$ cat src/rtl/cbd_pkg.sv
package cbd_pkg;

  typedef enum logic [2:0] {
    CYC_NONE  = 3'd0,
    CYC_FETCH = 3'd1,
    CYC_READ  = 3'd2,
    CYC_WRITE = 3'd3,
    CYC_IN    = 3'd4,
    CYC_OUT   = 3'd5
  } cyc_e;

  typedef struct packed {
    logic romSel;
    logic workSel;
    logic ovlSel;
    logic cartSel;
    logic bankLoad;
    logic rdAccess;
    logic wrAccess;
    logic vidSel;
    logic padRead;
    logic sndWr;
    logic setKeypad;
    logic setJoy;
    logic romFlagWr;
    logic ramFlagWr;
    logic psgAddr;
    logic psgWrite;
    logic psgRead;
  } strobe_t;

endpackage

$ cat src/rtl/cbd_ctrl.sv
module cbd_ctrl
  import cbd_pkg::*;
#(
  parameter logic [15:0] CART_LIMIT  = 16'hFFFF,
  parameter bit          BANK_SWITCH = 1'b1
) (
  input  logic [15:0] addr,
  input  logic [2:0]  cycType,
  input  logic        cycEnd,
  input  logic        romRepl,
  input  logic        ramRepl,
  output strobe_t     stb
);

  localparam logic [15:0] ROM_END   = 16'h2000;
  localparam logic [15:0] LOW_END   = 16'h8000;
  localparam logic [15:0] WORK_BASE = 16'h6000;
  localparam logic [15:0] BANK_HOT  = 16'hFFC0;

  cyc_e cyc;
  logic memCyc;
  logic ioCyc;
  logic isWrite;
  logic isOut;
  logic [2:0] group;
  logic [7:0] port;
  logic bankHit;

  assign cyc     = cyc_e'(cycType);
  assign isWrite = (cyc == CYC_WRITE);
  assign isOut   = (cyc == CYC_OUT);
  assign memCyc  = cycEnd && (cyc == CYC_FETCH || cyc == CYC_READ || isWrite);
  assign ioCyc   = cycEnd && (cyc == CYC_IN || isOut);
  assign group   = addr[7:5];
  assign port    = addr[7:0];

  generate
    if (BANK_SWITCH) begin : gBankOn
      assign bankHit = memCyc && (addr >= BANK_HOT);
    end else begin : gBankOff
      assign bankHit = 1'b0;
    end
  endgenerate

  always_comb begin
    stb = '0;
    stb.bankLoad = bankHit;
    if (memCyc) begin
      stb.rdAccess = !isWrite;
      stb.wrAccess = isWrite;
      if (addr < ROM_END) begin
        if (romRepl)       stb.ovlSel = 1'b1;
        else if (!isWrite) stb.romSel = 1'b1;
      end else if (addr < LOW_END) begin
        if (ramRepl)                stb.ovlSel  = 1'b1;
        else if (addr >= WORK_BASE) stb.workSel = 1'b1;
      end else if (addr <= CART_LIMIT) begin
        stb.cartSel = !isWrite;
      end
    end else if (ioCyc) begin
      stb.rdAccess = !isOut;
      stb.wrAccess = isOut;
      case (group)
        3'd5: stb.vidSel = 1'b1;
        3'd7: begin
          if (isOut) stb.sndWr   = 1'b1;
          else       stb.padRead = 1'b1;
        end
        3'd4: stb.setKeypad = isOut;
        3'd6: stb.setJoy    = isOut;
        default: begin
          if (isOut) begin
            stb.romFlagWr = (port == 8'h7F);
            stb.ramFlagWr = (port == 8'h53);
            stb.psgAddr   = (port == 8'h50);
            stb.psgWrite  = (port == 8'h51);
          end else begin
            stb.psgRead   = (port == 8'h52);
          end
        end
      endcase
    end
  end

endmodule

$ cat src/rtl/cbd_datapath.sv
module cbd_datapath
  import cbd_pkg::*;
#(
  parameter int NUM_BANKS = 16,
  parameter int BANK_W    = 4,
  parameter int WORK_AW   = 10
) (
  input  logic              clk,
  input  logic              rstN,
  input  logic              cycEnd,
  input  strobe_t           stb,
  input  logic [15:0]       addr,
  input  logic [7:0]        wrData,
  input  logic [7:0]        romData,
  input  logic [7:0]        workRamData,
  input  logic [7:0]        ovlRamData,
  input  logic [7:0]        cartData,
  input  logic [7:0]        vidData,
  input  logic [7:0]        padKeyData,
  input  logic [7:0]        padDirData,
  input  logic [7:0]        psgData,
  output logic              romRepl,
  output logic              ramRepl,
  output logic              keypadMode,
  output logic [BANK_W-1:0] cartBank,
  output logic [WORK_AW-1:0] workRamAddr,
  output logic [14:0]       ovlRamAddr,
  output logic [13:0]       cartOffset,
  output logic [7:0]        rdData,
  output logic              psgBdir,
  output logic              psgBc2,
  output logic              psgBc1
);

  localparam logic [BANK_W-1:0] LAST_BANK = BANK_W'(NUM_BANKS - 1);

  logic [BANK_W-1:0] bankReg;
  logic [BANK_W-1:0] liveBank;

  always_ff @(posedge clk or negedge rstN) begin
    if (!rstN) begin
      romRepl    <= 1'b0;
      ramRepl    <= 1'b0;
      keypadMode <= 1'b0;
      bankReg    <= '0;
    end else begin
      if (stb.romFlagWr) romRepl <= ~wrData[1];
      if (stb.ramFlagWr) ramRepl <= wrData[0];
      if (stb.setKeypad) keypadMode <= 1'b1;
      else if (stb.setJoy) keypadMode <= 1'b0;
      if (stb.bankLoad) bankReg <= addr[BANK_W-1:0];
    end
  end

  assign liveBank    = stb.bankLoad ? addr[BANK_W-1:0] : bankReg;
  assign cartBank    = addr[14] ? liveBank : LAST_BANK;
  assign cartOffset  = addr[13:0];
  assign workRamAddr = addr[WORK_AW-1:0];
  assign ovlRamAddr  = addr[14:0];

  always_comb begin
    rdData = 8'hFF;
    if (stb.rdAccess) begin
      if (stb.romSel)       rdData = romData;
      else if (stb.workSel) rdData = workRamData;
      else if (stb.ovlSel)  rdData = ovlRamData;
      else if (stb.cartSel) rdData = cartData;
      else if (stb.vidSel)  rdData = vidData;
      else if (stb.padRead) rdData = keypadMode ? padKeyData : padDirData;
      else if (stb.psgRead) rdData = psgData;
    end
  end

  assign psgBdir = stb.psgWrite;
  assign psgBc2  = stb.psgWrite | stb.psgRead;
  assign psgBc1  = stb.psgAddr  | stb.psgRead;

  // an idle sub-cycle produces no strobes
  assert_idle_quiet_R1: assert property (@(posedge clk) disable iff (!rstN)
    !cycEnd |-> (stb == '0));

  // state holds across non-terminal sub-cycles
  assert_state_hold_R1: assert property (@(posedge clk) disable iff (!rstN)
    !cycEnd |=> $stable({romRepl, ramRepl, keypadMode, bankReg}));

  // never two memory regions at once
  assert_one_region_R3: assert property (@(posedge clk) disable iff (!rstN)
    $onehot0({stb.romSel, stb.workSel, stb.ovlSel, stb.cartSel}));

  // bank register follows the hot-zone address
  assert_bank_load_R5: assert property (@(posedge clk) disable iff (!rstN)
    stb.bankLoad |=> (bankReg == $past(addr[BANK_W-1:0])));

  // group 4 output leaves keypad mode on
  assert_keypad_set_R8: assert property (@(posedge clk) disable iff (!rstN)
    stb.setKeypad |=> keypadMode);

  // ROM overlay flag is the inverse of data bit 1
  assert_rom_flag_R9: assert property (@(posedge clk) disable iff (!rstN)
    stb.romFlagWr |=> (romRepl == !$past(wrData[1])));

  // sound chip strobes only on its three ports during a final sub-cycle
  assert_psg_window_R10: assert property (@(posedge clk) disable iff (!rstN)
    (psgBdir || psgBc2 || psgBc1) |-> (cycEnd && addr[7:2] == 6'b010100));

endmodule

$ cat src/rtl/console_bus_decoder.sv
module console_bus_decoder
  import cbd_pkg::*;
#(
  parameter logic [15:0] CART_LIMIT  = 16'hFFFF,
  parameter bit          BANK_SWITCH = 1'b1,
  parameter int          NUM_BANKS   = 16,
  parameter int          WORK_AW     = 10,
  localparam int         BANK_W      = (NUM_BANKS > 1) ? $clog2(NUM_BANKS) : 1
) (
  input  logic              clk,
  input  logic              rstN,
  input  logic [15:0]       busAddr,
  input  logic [7:0]        busWrData,
  input  logic [2:0]        cycType,
  input  logic              cycEnd,
  input  logic [7:0]        romData,
  input  logic [7:0]        workRamData,
  input  logic [7:0]        ovlRamData,
  input  logic [7:0]        cartData,
  input  logic [7:0]        vidData,
  input  logic [7:0]        padKeyData,
  input  logic [7:0]        padDirData,
  input  logic [7:0]        psgData,
  output logic              romSel,
  output logic              workRamSel,
  output logic [WORK_AW-1:0] workRamAddr,
  output logic              ovlRamSel,
  output logic [14:0]       ovlRamAddr,
  output logic              cartSel,
  output logic [BANK_W-1:0] cartBank,
  output logic [13:0]       cartOffset,
  output logic              busWe,
  output logic [7:0]        rdData,
  output logic              vidSel,
  output logic              padRead,
  output logic              padIdx,
  output logic              keypadMode,
  output logic              sndWrite,
  output logic              psgBdir,
  output logic              psgBc2,
  output logic              psgBc1
);

  strobe_t stb;
  logic romRepl;
  logic ramRepl;

  cbd_ctrl #(
    .CART_LIMIT (CART_LIMIT),
    .BANK_SWITCH(BANK_SWITCH)
  ) uCtrl (
    .addr   (busAddr),
    .cycType(cycType),
    .cycEnd (cycEnd),
    .romRepl(romRepl),
    .ramRepl(ramRepl),
    .stb    (stb)
  );

  cbd_datapath #(
    .NUM_BANKS(NUM_BANKS),
    .BANK_W   (BANK_W),
    .WORK_AW  (WORK_AW)
  ) uData (
    .clk        (clk),
    .rstN       (rstN),
    .cycEnd     (cycEnd),
    .stb        (stb),
    .addr       (busAddr),
    .wrData     (busWrData),
    .romData    (romData),
    .workRamData(workRamData),
    .ovlRamData (ovlRamData),
    .cartData   (cartData),
    .vidData    (vidData),
    .padKeyData (padKeyData),
    .padDirData (padDirData),
    .psgData    (psgData),
    .romRepl    (romRepl),
    .ramRepl    (ramRepl),
    .keypadMode (keypadMode),
    .cartBank   (cartBank),
    .workRamAddr(workRamAddr),
    .ovlRamAddr (ovlRamAddr),
    .cartOffset (cartOffset),
    .rdData     (rdData),
    .psgBdir    (psgBdir),
    .psgBc2     (psgBc2),
    .psgBc1     (psgBc1)
  );

  assign romSel     = stb.romSel;
  assign workRamSel = stb.workSel;
  assign ovlRamSel  = stb.ovlSel;
  assign cartSel    = stb.cartSel;
  assign busWe      = stb.wrAccess;
  assign vidSel     = stb.vidSel;
  assign padRead    = stb.padRead;
  assign padIdx     = busAddr[1];
  assign sndWrite   = stb.sndWr;

endmodule

$ cat config.mk
export PLATFORM = sky130hd
export DESIGN_NAME = console_bus_decoder
export DESIGN_NICKNAME = d
export VERILOG_FILES = /design/src/rtl/cbd_pkg.sv /design/src/rtl/cbd_ctrl.sv /design/src/rtl/cbd_datapath.sv /design/src/rtl/console_bus_decoder.sv
export SDC_FILE = /design/constraint.sdc
export NUM_CORES = 1
export LEC_CHECK = 0
export BUFFER_PORTS_ARGS = -buffer_cell sky130_fd_sc_hd__buf_4
export CORE_AREA = 2 2 63 80
export CTS_CLUSTER_SIZE = 10
export DETAILED_ROUTE_END_ITERATION = 16
export DIE_AREA = 0 0 65 82
export GPL_TIMING_DRIVEN = 0
export PLACE_DENSITY = 0.8
export SLEW_MARGIN = 20
export SYNTH_ARGS = -nofsm -noshare
export SYNTH_HDL_FRONTEND = slang
export SYNTH_SLANG_ARGS = --single-unit
$ cat constraint.sdc
create_clock -name clk -period 2.3 [get_ports clk]
set_clock_uncertainty 0.1 [all_clocks]
set_input_delay 0.46 -clock clk [delete_from_list [all_inputs] [get_ports clk]]
set_output_delay 0.46 -clock clk [all_outputs]
set_load 0.03 [all_outputs]
# Word level (Yosys, flattened, before mapping)
# Cells that the tools add are included.
# Widths: inputs -> output; s select.
dict set report classes {
  muxes 39
  n_reduce_logical 10
  order_cmp 5
  bitwise 3
  eq_ne 14
}
# cell n
set ops {}
lappend ops {{$mux 8} 9}
lappend ops {{$eq 8x7->1 const B} 5}
lappend ops {{$mux 1} 20}
lappend ops {{$eq 3x3->1 const B} 6}
lappend ops {{$ge 16x15->1 const B} 1}
lappend ops {{$ge 16x16->1 const B} 1}
lappend ops {{$le 16x16->1 const B} 1}
lappend ops {{$lt 16x14->1 const B} 1}
lappend ops {{$lt 16x16->1 const B} 1}
lappend ops {{$mux 4} 4}
lappend ops {{$mux 12} 1}
lappend ops {{$mux 10} 1}
lappend ops {{$eq 3x2->1 const B} 2}
lappend ops {{$mux 2} 3}
lappend ops {{$mux 5} 1}
lappend ops {{$reduce_or 4->1} 1}
lappend ops {{$eq 3x1->1 const B} 1}
lappend ops {{$logic_and 1x1->1} 3}
lappend ops {{$logic_or 1x1->1} 3}
lappend ops {{$logic_not 1->1} 2}
lappend ops {{$or 1x1->1} 2}
lappend ops {{$reduce_bool 2->1} 1}
lappend ops {{$not 1->1} 1}
dict set report totals {
  word_cells 75
  regBits 7
  input_bits 94
  out_inout_bits 64
}

# Depth between registers and ports, before layout
# Gate-level depths: netlist of run 1.
dict set report logic_depth {
  depth_word 13
  ltp_mapped 6
  ltp_nobuf 4
}

# Hierarchy
# From an unflattened synthesis of run 1, not the netlist that was laid out.
dict set report hier_totals {
  hier_cells 208
  area_unflattened_um2 1610.3
}
# module seq_area_each_um2 area_each_um2 cells_each n_inst
set modules_own_cells {}
lappend modules_own_cells {cbd_datapath 175.2 1341.3 164 1}
lappend modules_own_cells {cbd_ctrl 0.0 261.5 43 1}
lappend modules_own_cells {console_bus_decoder 0.0 7.5 1 1}

# Worst setup path before layout of run 1
# OpenSTA, ideal clock, no wires.
dict set report synth_timing {
  path_kind {input-to-output}
  from {input port cycType[2]}
  to {output port rdData[0]}
  path_stages 6
  t_arrival_ns 2.132
  path_buffers 2
  path_slack_ns -0.392
  t_required_ns 1.740
  cell_sequence {clkbuf_2 -> and3b_1 -> buf_4 -> o211ai_2 -> o21a_1 -> o311ai_1}
}
dict set report synth_between {
  elab_chain_cells 13
  elab_cells_between_ends 34
  cone_classes {eq/ne: 5; mux: 22; reduce/logical: 7}
}
# item line_no
set synth_rtl {}
lappend synth_rtl {{start, declared} console_bus_decoder.sv:14} ;# input logic [2:0] cycType,
lappend synth_rtl {{$eq 3x3->1 (tied with other cells)} cbd_ctrl.sv:31} ;# assign isOut = (cyc == CYC_OUT);
lappend synth_rtl {{$mux 1 (tied with other cells)} cbd_ctrl.sv:72} ;# if (isOut) begin
lappend synth_rtl {{$mux 5 (tied with other cells)} cbd_ctrl.sv:63} ;# case (group)
lappend synth_rtl {{$mux 12 or $logic_and 1x1->1 (tied branches)} {cbd_ctrl.sv:60, cbd_ctrl.sv:32}}
lappend synth_rtl {{$mux 10} cbd_ctrl.sv:48} ;# if (memCyc) begin
lappend synth_rtl {{$mux 8} cbd_datapath.sv:70} ;# else if (stb.psgRead) rdData = psgData;
lappend synth_rtl {{$mux 8} cbd_datapath.sv:69} ;# else if (stb.padRead) rdData = keypadMode ? padKeyData : padDirData;
lappend synth_rtl {{$mux 8} cbd_datapath.sv:68} ;# else if (stb.vidSel) rdData = vidData;
lappend synth_rtl {{$mux 8} cbd_datapath.sv:67} ;# else if (stb.cartSel) rdData = cartData;
lappend synth_rtl {{$mux 8} cbd_datapath.sv:66} ;# else if (stb.ovlSel) rdData = ovlRamData;
lappend synth_rtl {{$mux 8} cbd_datapath.sv:65} ;# else if (stb.workSel) rdData = workRamData;
lappend synth_rtl {{$mux 8} cbd_datapath.sv:64} ;# if (stb.romSel) rdData = romData;
lappend synth_rtl {{$mux 8 (*)} cbd_datapath.sv:63} ;# if (stb.rdAccess) begin
lappend synth_rtl {{end, declared} console_bus_decoder.sv:33} ;# output logic [7:0] rdData,
# Every way passes the cells marked *; elsewhere a longest branch is shown, timed or not.

# Worst setup path after layout of run 1
dict set report layout_timing {
  from {input port cycType[1]}
  to {output port rdData[7]}
}
# The elaborated chain is that of the path after synthesis.

==> reports/metrics.yaml, run 1 <==
status: "finished, violations left"
violations: "negative setup slack"
synth_area_leaders: "buf_4 (18%), dfrtp_1 (10%), o221ai_2 (7.1%)"
crit_path_end_kind: "output pin"
numPortBuffers: 149
fin_crit_sh: 1.09
via_per_inst: 5.32
fin_nets: 475
critPathBufInv: 3
io_pins: 158
path_cells: "buf_12 > nand4b_1 > or3b_4 > buf_12 > o221ai_4 > o311ai_4 > buf_6"
async_reset_ff_frac: 1.00
wl_met2_um: 4170
setup_viol: 13
worst-slew-pin-transition_ns: 0.444
grt_remaining_overflow: 0
syn-num-nets: 302
wl_met1_um: 2790
fin_hold_ws_ns: 0.326
synth_top_area_cell: "buf_4"
htree_levels: 1
drv_slew: 0
die_area_um2: 5330
first_pass_iters: 4
row_count: 28
start_util: 0.368
rrSetupSlack_ns: 1.20
die_x_um: 65
hold_class: "primary input to flip-flop"
finalPower_mw: 0.917
max_freq_ghz: 0.399
final_antenna_net_count: 0
clkTransAtPathRegs_ns: 0.04
ys_types: 50
cts_tree: "yes"
dp_hpwl_um: 5200
drt-initial-drc-count: 78
yosysTopAreaCellShare: 0.182
finalCriticalPeriod_ns: 2.51
synth-edff-count: 0
drc_errors: 0
cp.required_ns: 1.74
area_delta_synth_final_pct: 117
diodes: 0
vias: 2341
seq_area_frac_synth: 0.104
cpMostUsedCell: "buf_12"
slew_headroom: 0.704
drive_gt1_frac: 0.724
grtUsageTotal: 0.246
syn_avg_cell_area_um2: 8.11
totalWireLength_um: 7570
worst_slack_ns: -0.205
dieHeight_um: 82
rsz0062_at_grt: "yes"
route.met3.wl_um: 426
clock_latency_ns: 0.23
power_density_nw_per_um2: 251
dp_slack_ns: -0.396
power.leakage_nw: 1.63
cts-buffers-inserted: 3
cpPeakStageDelay_ns: 0.45
fin_area_um2: 3650
ys_warn_count: 0
grt_pass1_wl_um: 10400
path_max_fanout: 9
cp_slowest_cell: "or3b_4"
cp-start-kind: "primary input"
wire_per_inst_um: 17.2
antenna_found_initial: 0
utilization: 0.796
ys.flop_type: "dfrtp_1"
critPathKind: "primary input to output pin"
arrival_ns: 1.95
syn_area_um2: 1690
top_layer: "met4"
vdd_drop_max_v: 0.000354
grt_max_degree: 11
cts-root-buf: "clkbuf_8"
hold_violations: 0
globalplace.congestion: 0.917
path_delay_family: "simple AND/OR/NAND/NOR gates"
ys_ff_latch: 7
grt_pass1_vias: 2172
post_dp_cell_area_um2: 3100
core_area_um2: 4590
syn_inst: 208
cts_buffer_depth: 2
clock_sinks: 7
drv_cap: 0
==> metrics by stage <==
stage               cells  setup TNS, ns
floorplan             208              0
global placement      417          -4.57
detailed placement    417          -4.63
CTS                   431          -1.84
global route          440          -2.74
finish                440          -2.26
==> cells by family after synthesis <==
kind of cell,after synthesis,synth area share
multiplexers,13,0.0898
XOR/XNOR,3,0.0200
AO/OA/AOI/OAI,58,0.282
buffers and inverters,54,0.228
AND/OR/NAND/NOR,73,0.277
flip-flops,7,0.104
==> cells in the final DEF, fill, tap and decap left out, types with 9 or more instances in the layout <==
master   instances
nor2_1          10
buf_4          183
buf_6           23
nand3_1          9
==> Yosys cell counts, drive strengths merged, types with 2 or more instances <==
master / instances
and3: 2
dfrtp: 7
a21boi: 8
nand4: 3
or3b: 2
buf: 46
clkbuf: 5
nor3b: 11
o21ai: 11
or2: 5
nand2: 2
o21a: 8
xor2: 2
nand4b: 3
mux2: 5
mux2i: 8
inv: 3
o31ai: 2
nor3: 12
o311ai: 8
nor2: 12
and3b: 2
nand3: 10
o211ai: 2
a21oi: 8
o221ai: 8
nand2b: 2
==> report_power, final <==
part           switching [mW]  leakage (nW)  internal (mW)
clock                  0.0547        0.0228          0.120
sequential            0.00212        0.0967          0.128
combinational           0.301          1.51          0.311
==> state kept, by name, indices dropped and copies added, names as in the netlist <==
signal / count
uData.bankReg: 4
uData.romRepl: 1
uData.keypadMode: 1
uData.ramRepl: 1
==> routing by layer <==
metal / track usage / up-vias
met4: 0.0426 / 0
met2: 0.497 / 111
li1: - / 1096
met1: 0.277 / 1113
met5: 0 / -
met3: 0.0247 / 21
==> cell type report <==
cell class | count | area [µm²]
multi-input combinational | 148 | 1540
timing repair buffer | 169 | 1400
fill | 295 | 936
buffer | 49 | 410
sequential | 7 | 175
tap | 60 | 75.1
clock buffer | 4 | 45.0
inverter | 3 | 11.3
==> worst paths after layout <==
path,start,end,cells after the start
max,cycType[1],rdData[7],7
min,busWrData[1],uData.romRepl$_DFFE_PN0P_,2
max reg2reg,uData.keypadMode$_DFFE_PN0P_,uData.keypadMode$_DFFE_PN0P_,3
min reg2reg,uData.bankReg[1]$_DFF_PN0_,uData.bankReg[1]$_DFF_PN0_,1
max in group asynchronous,rstN,uData.romRepl$_DFFE_PN0P_,2
min in group asynchronous,rstN,uData.keypadMode$_DFFE_PN0P_,2
==> what timing repair did <==
item                                    in CTS  in global routing
gates cloned                                 2                  1
resized for setup                           40                 33
hold endpoints to repair                     7                  0
endpoints found under the setup margin      16                 17
setup buffers                                9                  8
pin swaps                                   20                 13
hold buffers                                 1                  0
(Power assumes the default switching activity.)
==> inputs of run 2 (changes only) <==
Clock period 2.3 ns to 2.8 ns, I/O delays scaled along.
==> run 2 against run 1 <==
Critical endpoint is now rdData[6]. Critical path type unchanged. Clock power down 19%. The run now ends clean. Non-clock buffer count down 17. Largest cell class unchanged. Sequential share of layout area up 0.98 points.
==> reports/metrics.yaml, run 2 (synthesis gave the netlist of run 1 again) <==
grt_pass1_vias: 2012  # -7.4%
power.leakage_nw: 1.43  # -12%
drv_slew: 0  # unchanged
diodes: 0  # unchanged
via_per_inst: 5.00  # -6.0%
clock_latency_ns: 0.22  # about the same
fin_area_um2: 3040  # -17%
post_dp_cell_area_um2: 2950  # -5.1%
clkPwrFrac: 0.210  # +0.019
grt_max_degree: 11  # unchanged
worst-slew-pin-transition_ns: 0.723  # +0.280 ns
p_sw_mw: 0.256  # -29%
start_util: 0.368  # unchanged
die_x_um: 65  # unchanged
globalplace.congestion: 0.925  # +0.91%
wire_per_inst_um: 14.4  # -17%
largest-register: "uData.bankReg"
final_antenna_net_count: 0  # unchanged
vias: 2111  # -9.8%
cp-start-kind: "primary input"
finalPower_mw: 0.670  # -27%
arrival_ns: 2.09  # +0.14 ns
cts-buffers-inserted: 3  # unchanged
crit_path_end_kind: "output pin"
clkTransAtPathRegs_ns: 0.04  # about the same
status: "complete, no violations"
numPortBuffers: 149  # unchanged
dp_hpwl_um: 5130  # -1.5%
cts_hold_buffers: 0  # -1
max_freq_ghz: 0.364
path_max_fanout: 10  # +1
layout_common_cells: "buf_4 (192), nor3_1 (11), nor2_1 (11)"
comb_power_share: 0.631  # -0.037
io_pins: 158  # unchanged
area_delta_synth_final_pct: 80.0
fin_crit_sh: 0.982
drt-initial-drc-count: 97  # +24%
totalWireLength_um: 6060  # -20%
drc_errors: 0  # unchanged
row_count: 28  # unchanged
finalCriticalPeriod_ns: 2.75
setup_viol: 0  # -13
final_common_cell: "buf_4"
power_density_nw_per_um2: 221  # -12%
fin_nets: 457  # -3.8%
grt_pass1_wl_um: 9400  # -9.6%
die_area_um2: 5330  # unchanged
vdd_drop_max_v: 0.000330  # -6.7%
cts_tree: "yes"
hold_violations: 0  # unchanged
p_seq_frac: 0.159  # +0.017
core_area_um2: 4590  # unchanged
rsz0062_at_grt: "yes"
antenna_found_initial: 0  # unchanged
slew_headroom: 0.516  # -0.189
hold_class: "primary input to async pin"
cts_buffer_depth: 2  # unchanged
clock_sinks: 7  # unchanged
cts-root-buf: "clkbuf_8"
cp.required_ns: 2.14  # +0.40 ns
internal-power_mw: 0.415  # -26%
drv_cap: 0  # unchanged
dieHeight_um: 82  # unchanged
grt_remaining_overflow: 0  # unchanged
first_pass_iters: 4  # unchanged
swShare: 0.381  # -0.00891
largest_reg_flops: 4  # unchanged
htree_levels: 1  # unchanged
critPathKind: "primary input to output pin"
grtUsageTotal: 0.219  # -0.0268
drive_gt1_frac: 0.649  # -0.0745
## run 2: area by class of cell
type / instances / area (µm²)
inverter: 3 / 11.3
tap: 60 / 75.1
multi-input combinational: 147 / 1220
sequential: 7 / 175
clock buffer: 4 / 45.0
fill: 430 / 1550
buffer: 50 / 370
timing repair buffer: 151 / 1130
## run 2: per-stage QoR
stage / hold WS, ns / setup WS (ns) / utilization / std cells / TNS [ns]
2_1_floorplan: 0.164 / -0.0400 / - / 208 / -0.0800
3_3_place_gp: 0.275 / -0.0753 / 0.642 / 417 / -0.482
3_5_place_dp: 0.278 / -0.0620 / 0.642 / 417 / -0.372
4_1_cts: 0.0356 / 0.0190 / 0.653 / 421 / 0
5_1_grt: 0.0362 / 0.00315 / 0.661 / 422 / 0
6_report: 0.0390 / 0.0492 / 0.661 / 422 / 0
## run 2: path summary, 6_finish.rpt
path                                                    from                            to  slack, ns  cells after the start
worst max-delay path                              cycType[0]                     rdData[6]       0.05                      7
worst min-delay path                                    rstN     uData.ramRepl$_DFFE_PN0P_       0.04                      1
worst max register to register  uData.keypadMode$_DFFE_PN0P_  uData.keypadMode$_DFFE_PN0P_       1.79                      3
worst min register to register    uData.bankReg[0]$_DFF_PN0_    uData.bankReg[0]$_DFF_PN0_       0.39                      1
max in group asynchronous                               rstN    uData.bankReg[2]$_DFF_PN0_       2.44                      1
min in group clk                  uData.bankReg[0]$_DFF_PN0_    uData.bankReg[0]$_DFF_PN0_       0.39                      1
## run 2: power groups by stage
stage | clock network [mW] | logic (mW) | registers [mW]
2_1_floorplan | 0 | 0.223 | 0.113
3_3_place_gp | 0 | 0.415 | 0.108
3_5_place_dp | 0 | 0.419 | 0.108
4_1_cts | 0.145 | 0.421 | 0.106
5_1_grt | 0.154 | 0.451 | 0.107
6_report | 0.141 | 0.423 | 0.106
## run 2: what timing repair did
action / CTS / global route
setup buffers: 0 / 2
pin swaps: 0 / 2
setup endpoints to repair: 8 / 12
resized for setup: 2 / 4
## run 2: critical path, stage by stage
cell and delay, ns:
buf_4 0.13, buf_6 0.14, xor2_2 0.19, o211ai_1 0.60, a21oi_1 0.14, o311ai_2 0.11, buf_4 0.22
## run 2: layer usage
layer / up-vias / wire length [µm] / part of all wire / track usage
li1: 1052 / - / - / -
met2: 80 / 3330 / 0.55 / 0.410
met3: 6 / 392 / 0.065 / 0.0329
met5: - / 0 / 0 / 0
met4: 0 / 91 / 0.015 / 0.0426
met1: 973 / 2250 / 0.37 / 0.264
==> inputs of run 3 (changes only) <==
Settings changed: CORE_AREA 2 2 63 80 to 2 2 69 87, DIE_AREA 0 0 65 82 to 0 0 71 89, PLACE_DENSITY 0.8 to 0.66, SYNTH_HIERARCHICAL from default to 1.
==> run 3 against run 2 <==
The run now ends with negative setup slack left. Highest routed layer unchanged. Synthesized cell count stayed put. Non-clock buffer count increased by 5. Area after synthesis shrank 4.5%. Total power down 1.6%. Count of clock-buffer cells in the layout unchanged. Critical path depth grew 1. Worst hold slack gained 0.0054 ns. Critical endpoint is now rdData[1]. Core utilization down 9.8 points.
==> reports/metrics.yaml, run 3 <==
synth_area_leaders: "buf_4 (21%), dfrtp_1 (11%), mux2_2 (9.1%)"
grtUsageTotal: 0.193  # -0.0262
fin_nets: 463  # +1.3%
drc_errors: 0  # unchanged
hold_class: "primary input to async pin"
grt_max_degree: 12  # +1
cts_buffer_depth: 2  # unchanged
arrival_ns: 2.48  # +0.39 ns
die_x_um: 71  # +9.2%
path_max_fanout: 8  # -2
synth_most_common_cell: "buf_4"
cts-root-buf: "clkbuf_8"
async_reset_ff_frac: 1.00  # unchanged
antenna_found_initial: 0  # unchanged
core_area_um2: 5440  # +19%
grt_pass1_wl_um: 9640  # +2.6%
ys_warn_count: 6  # +6
vias: 2072  # -1.8%
crit_path_end_kind: "output pin"
worst-slew-pin-transition_ns: 0.463  # -0.260 ns
rsz0062_at_grt: "yes"
crit_start: "busAddr[5]"
drive_gt1_frac: 0.682  # +0.0329
drv_slew: 0  # unchanged
totalWireLength_um: 6320  # +4.3%
row_count: 30  # +7.1%
fin_crit_sh: 1.12  # +0.141
start_util: 0.296  # -0.0716
syn-num-nets: 302  # unchanged
vdd_drop_max_v: 0.000265  # -20%
finalCriticalPeriod_ns: 3.14  # +0.394 ns
utilization: 0.563  # -0.0984
r2r-end: "uData/keypadMode$_DFFE_PN0P_"
largest_reg_flops: 4  # unchanged
seq_area_um2: 175  # unchanged
num-fill-cells: 524  # +22%
power.leakage_nw: 1.59  # +12%
cts_hold_buffers: 0  # unchanged
clock_latency_ns: 0.22  # about the same
rrSetupSlack_ns: 1.85  # +0.06 ns
grt_pass1_vias: 2037  # +1.2%
synth_common_cells: "buf_4 (44), inv_1 (13), mux2_2 (13)"
seq_area_frac_synth: 0.109  # +0.00492
violations: "negative setup slack"
numPortBuffers: 151  # +1.3%
cts_tree: "yes"
hold_violations: 0  # unchanged
slew_headroom: 0.689  # +0.173
dp_hpwl_um: 5320  # +3.8%
diodes: 0  # unchanged
yosysTopAreaCellShare: 0.205  # +0.0226
finalPower_mw: 0.660  # -1.6%
worst_slack_ns: -0.345  # -0.394 ns
setup_viol: 8  # +8
first_pass_iters: 5  # +1
cts-buffers-inserted: 3  # unchanged
ys_ff_latch: 7  # unchanged
via_per_inst: 4.80  # -4.1%
wire_per_inst_um: 14.6  # +1.9%
io_pins: 158  # unchanged
power_density_nw_per_um2: 215  # -2.5%
critPathKind: "primary input to output pin"
die_area_um2: 6320  # +19%
syn_inst: 208  # unchanged
layout_common_cells: "buf_4 (199), inv_1 (13), mux2_2 (13)"
drv_cap: 0  # unchanged
ys_types: 38  # -24%
r2r_start: "uData/keypadMode$_DFFE_PN0P_"
max_freq_ghz: 0.318  # -13%
syn_avg_cell_area_um2: 7.74  # -4.5%
cp.required_ns: 2.14  # about the same
cp-start-kind: "primary input"
final_antenna_net_count: 0  # unchanged
grt_remaining_overflow: 0  # unchanged
synth-edff-count: 0  # unchanged
reg2reg_depth: 2  # -1
multiInputGateArea_um2: 1150  # -6.0%
globalplace.congestion: 0.876  # -5.2%
dieHeight_um: 89  # +8.5%
syn_area_um2: 1610  # -4.5%
htree_levels: 1  # unchanged
drt-initial-drc-count: 82  # -15%
clock_sinks: 7  # unchanged
largest-register: "uData/bankReg"
clkTransAtPathRegs_ns: 0.04  # about the same
synth_top_area_cell: "buf_4"
area_delta_synth_final_pct: 90.3
final_common_cell: "buf_4"
status: "finished, violations left"
ys.flop_type: "dfrtp_1"
==> run 3: worst max-delay path, stage by stage <==
cell      delay [ns]
buf_8           0.10
nand2b_4        0.13
or4_4           0.54
nor3_4          0.13
or3b_4          0.48
o22ai_4         0.20
o211ai_1        0.13
buf_4           0.20
==> run 3: repair_timing <==
action / CTS / global route
setup buffers: 11 / 2
resized for setup: 11 / 5
setup endpoints to repair: 12 / 13
pin swaps: 5 / 2
==> run 3: power by group <==
part / total [mW] / internal (mW) / switching (mW)
logic: 0.415 / 0.217 / 0.198
registers: 0.107 / 0.105 / 0.00168
clock network: 0.138 / 0.0981 / 0.0394
==> run 3: through the flow <==
step	TNS, ns	hold slack (ns)	area, µm²	std cells	setup WS (ns)
floorplan	-0.967	0.164	1690	208	-0.144
global placement	-3.87	0.278	2900	423	-0.508
detailed placement	-4.00	0.279	2900	423	-0.518
CTS	-3.31	0.0431	3090	438	-0.421
global route	-3.00	0.0399	3060	432	-0.438
finish	-2.30	0.0444	3060	432	-0.345
==> run 3: logic make-up (layout without fill, tap and decap cells) <==
logic type | Yosys count | count (layout) | share of synthesized area
xor+xnor | 2 | 2 | 0.0109
mux | 15 | 15 | 0.103
compound gates | 43 | 43 | 0.206
simple gates | 78 | 78 | 0.313
buf+inv | 63 | 223 | 0.258
flops | 7 | 7 | 0.109
==> run 3: cell type report <==
| cell class | count | share of cell area |
|---|---|---|
| well taps | 64 | 0.0261 |
| inverters | 13 | 0.0159 |
| repair buffers | 157 | 0.391 |
| flip-flops and latches | 7 | 0.0572 |
| plain buffers | 49 | 0.120 |
| multi-input cells | 138 | 0.376 |
| clock buffers | 4 | 0.0147 |
==> run 3: routing by layer <==
layer,up-vias,wire (µm),global-route usage
met1,903,2230,0.201
met5,-,0,0
met4,0,150,0.0617
li1,1033,-,-
met3,10,689,0.0474
met2,126,3250,0.378
==> run 3: worst max-delay path by stage <==
stage,to
after floorplan,rdData[0]
after global placement,rdData[1]
after detailed placement,rdData[1]
after CTS,rdData[1]
after global routing,rdData[1]
final,rdData[1]
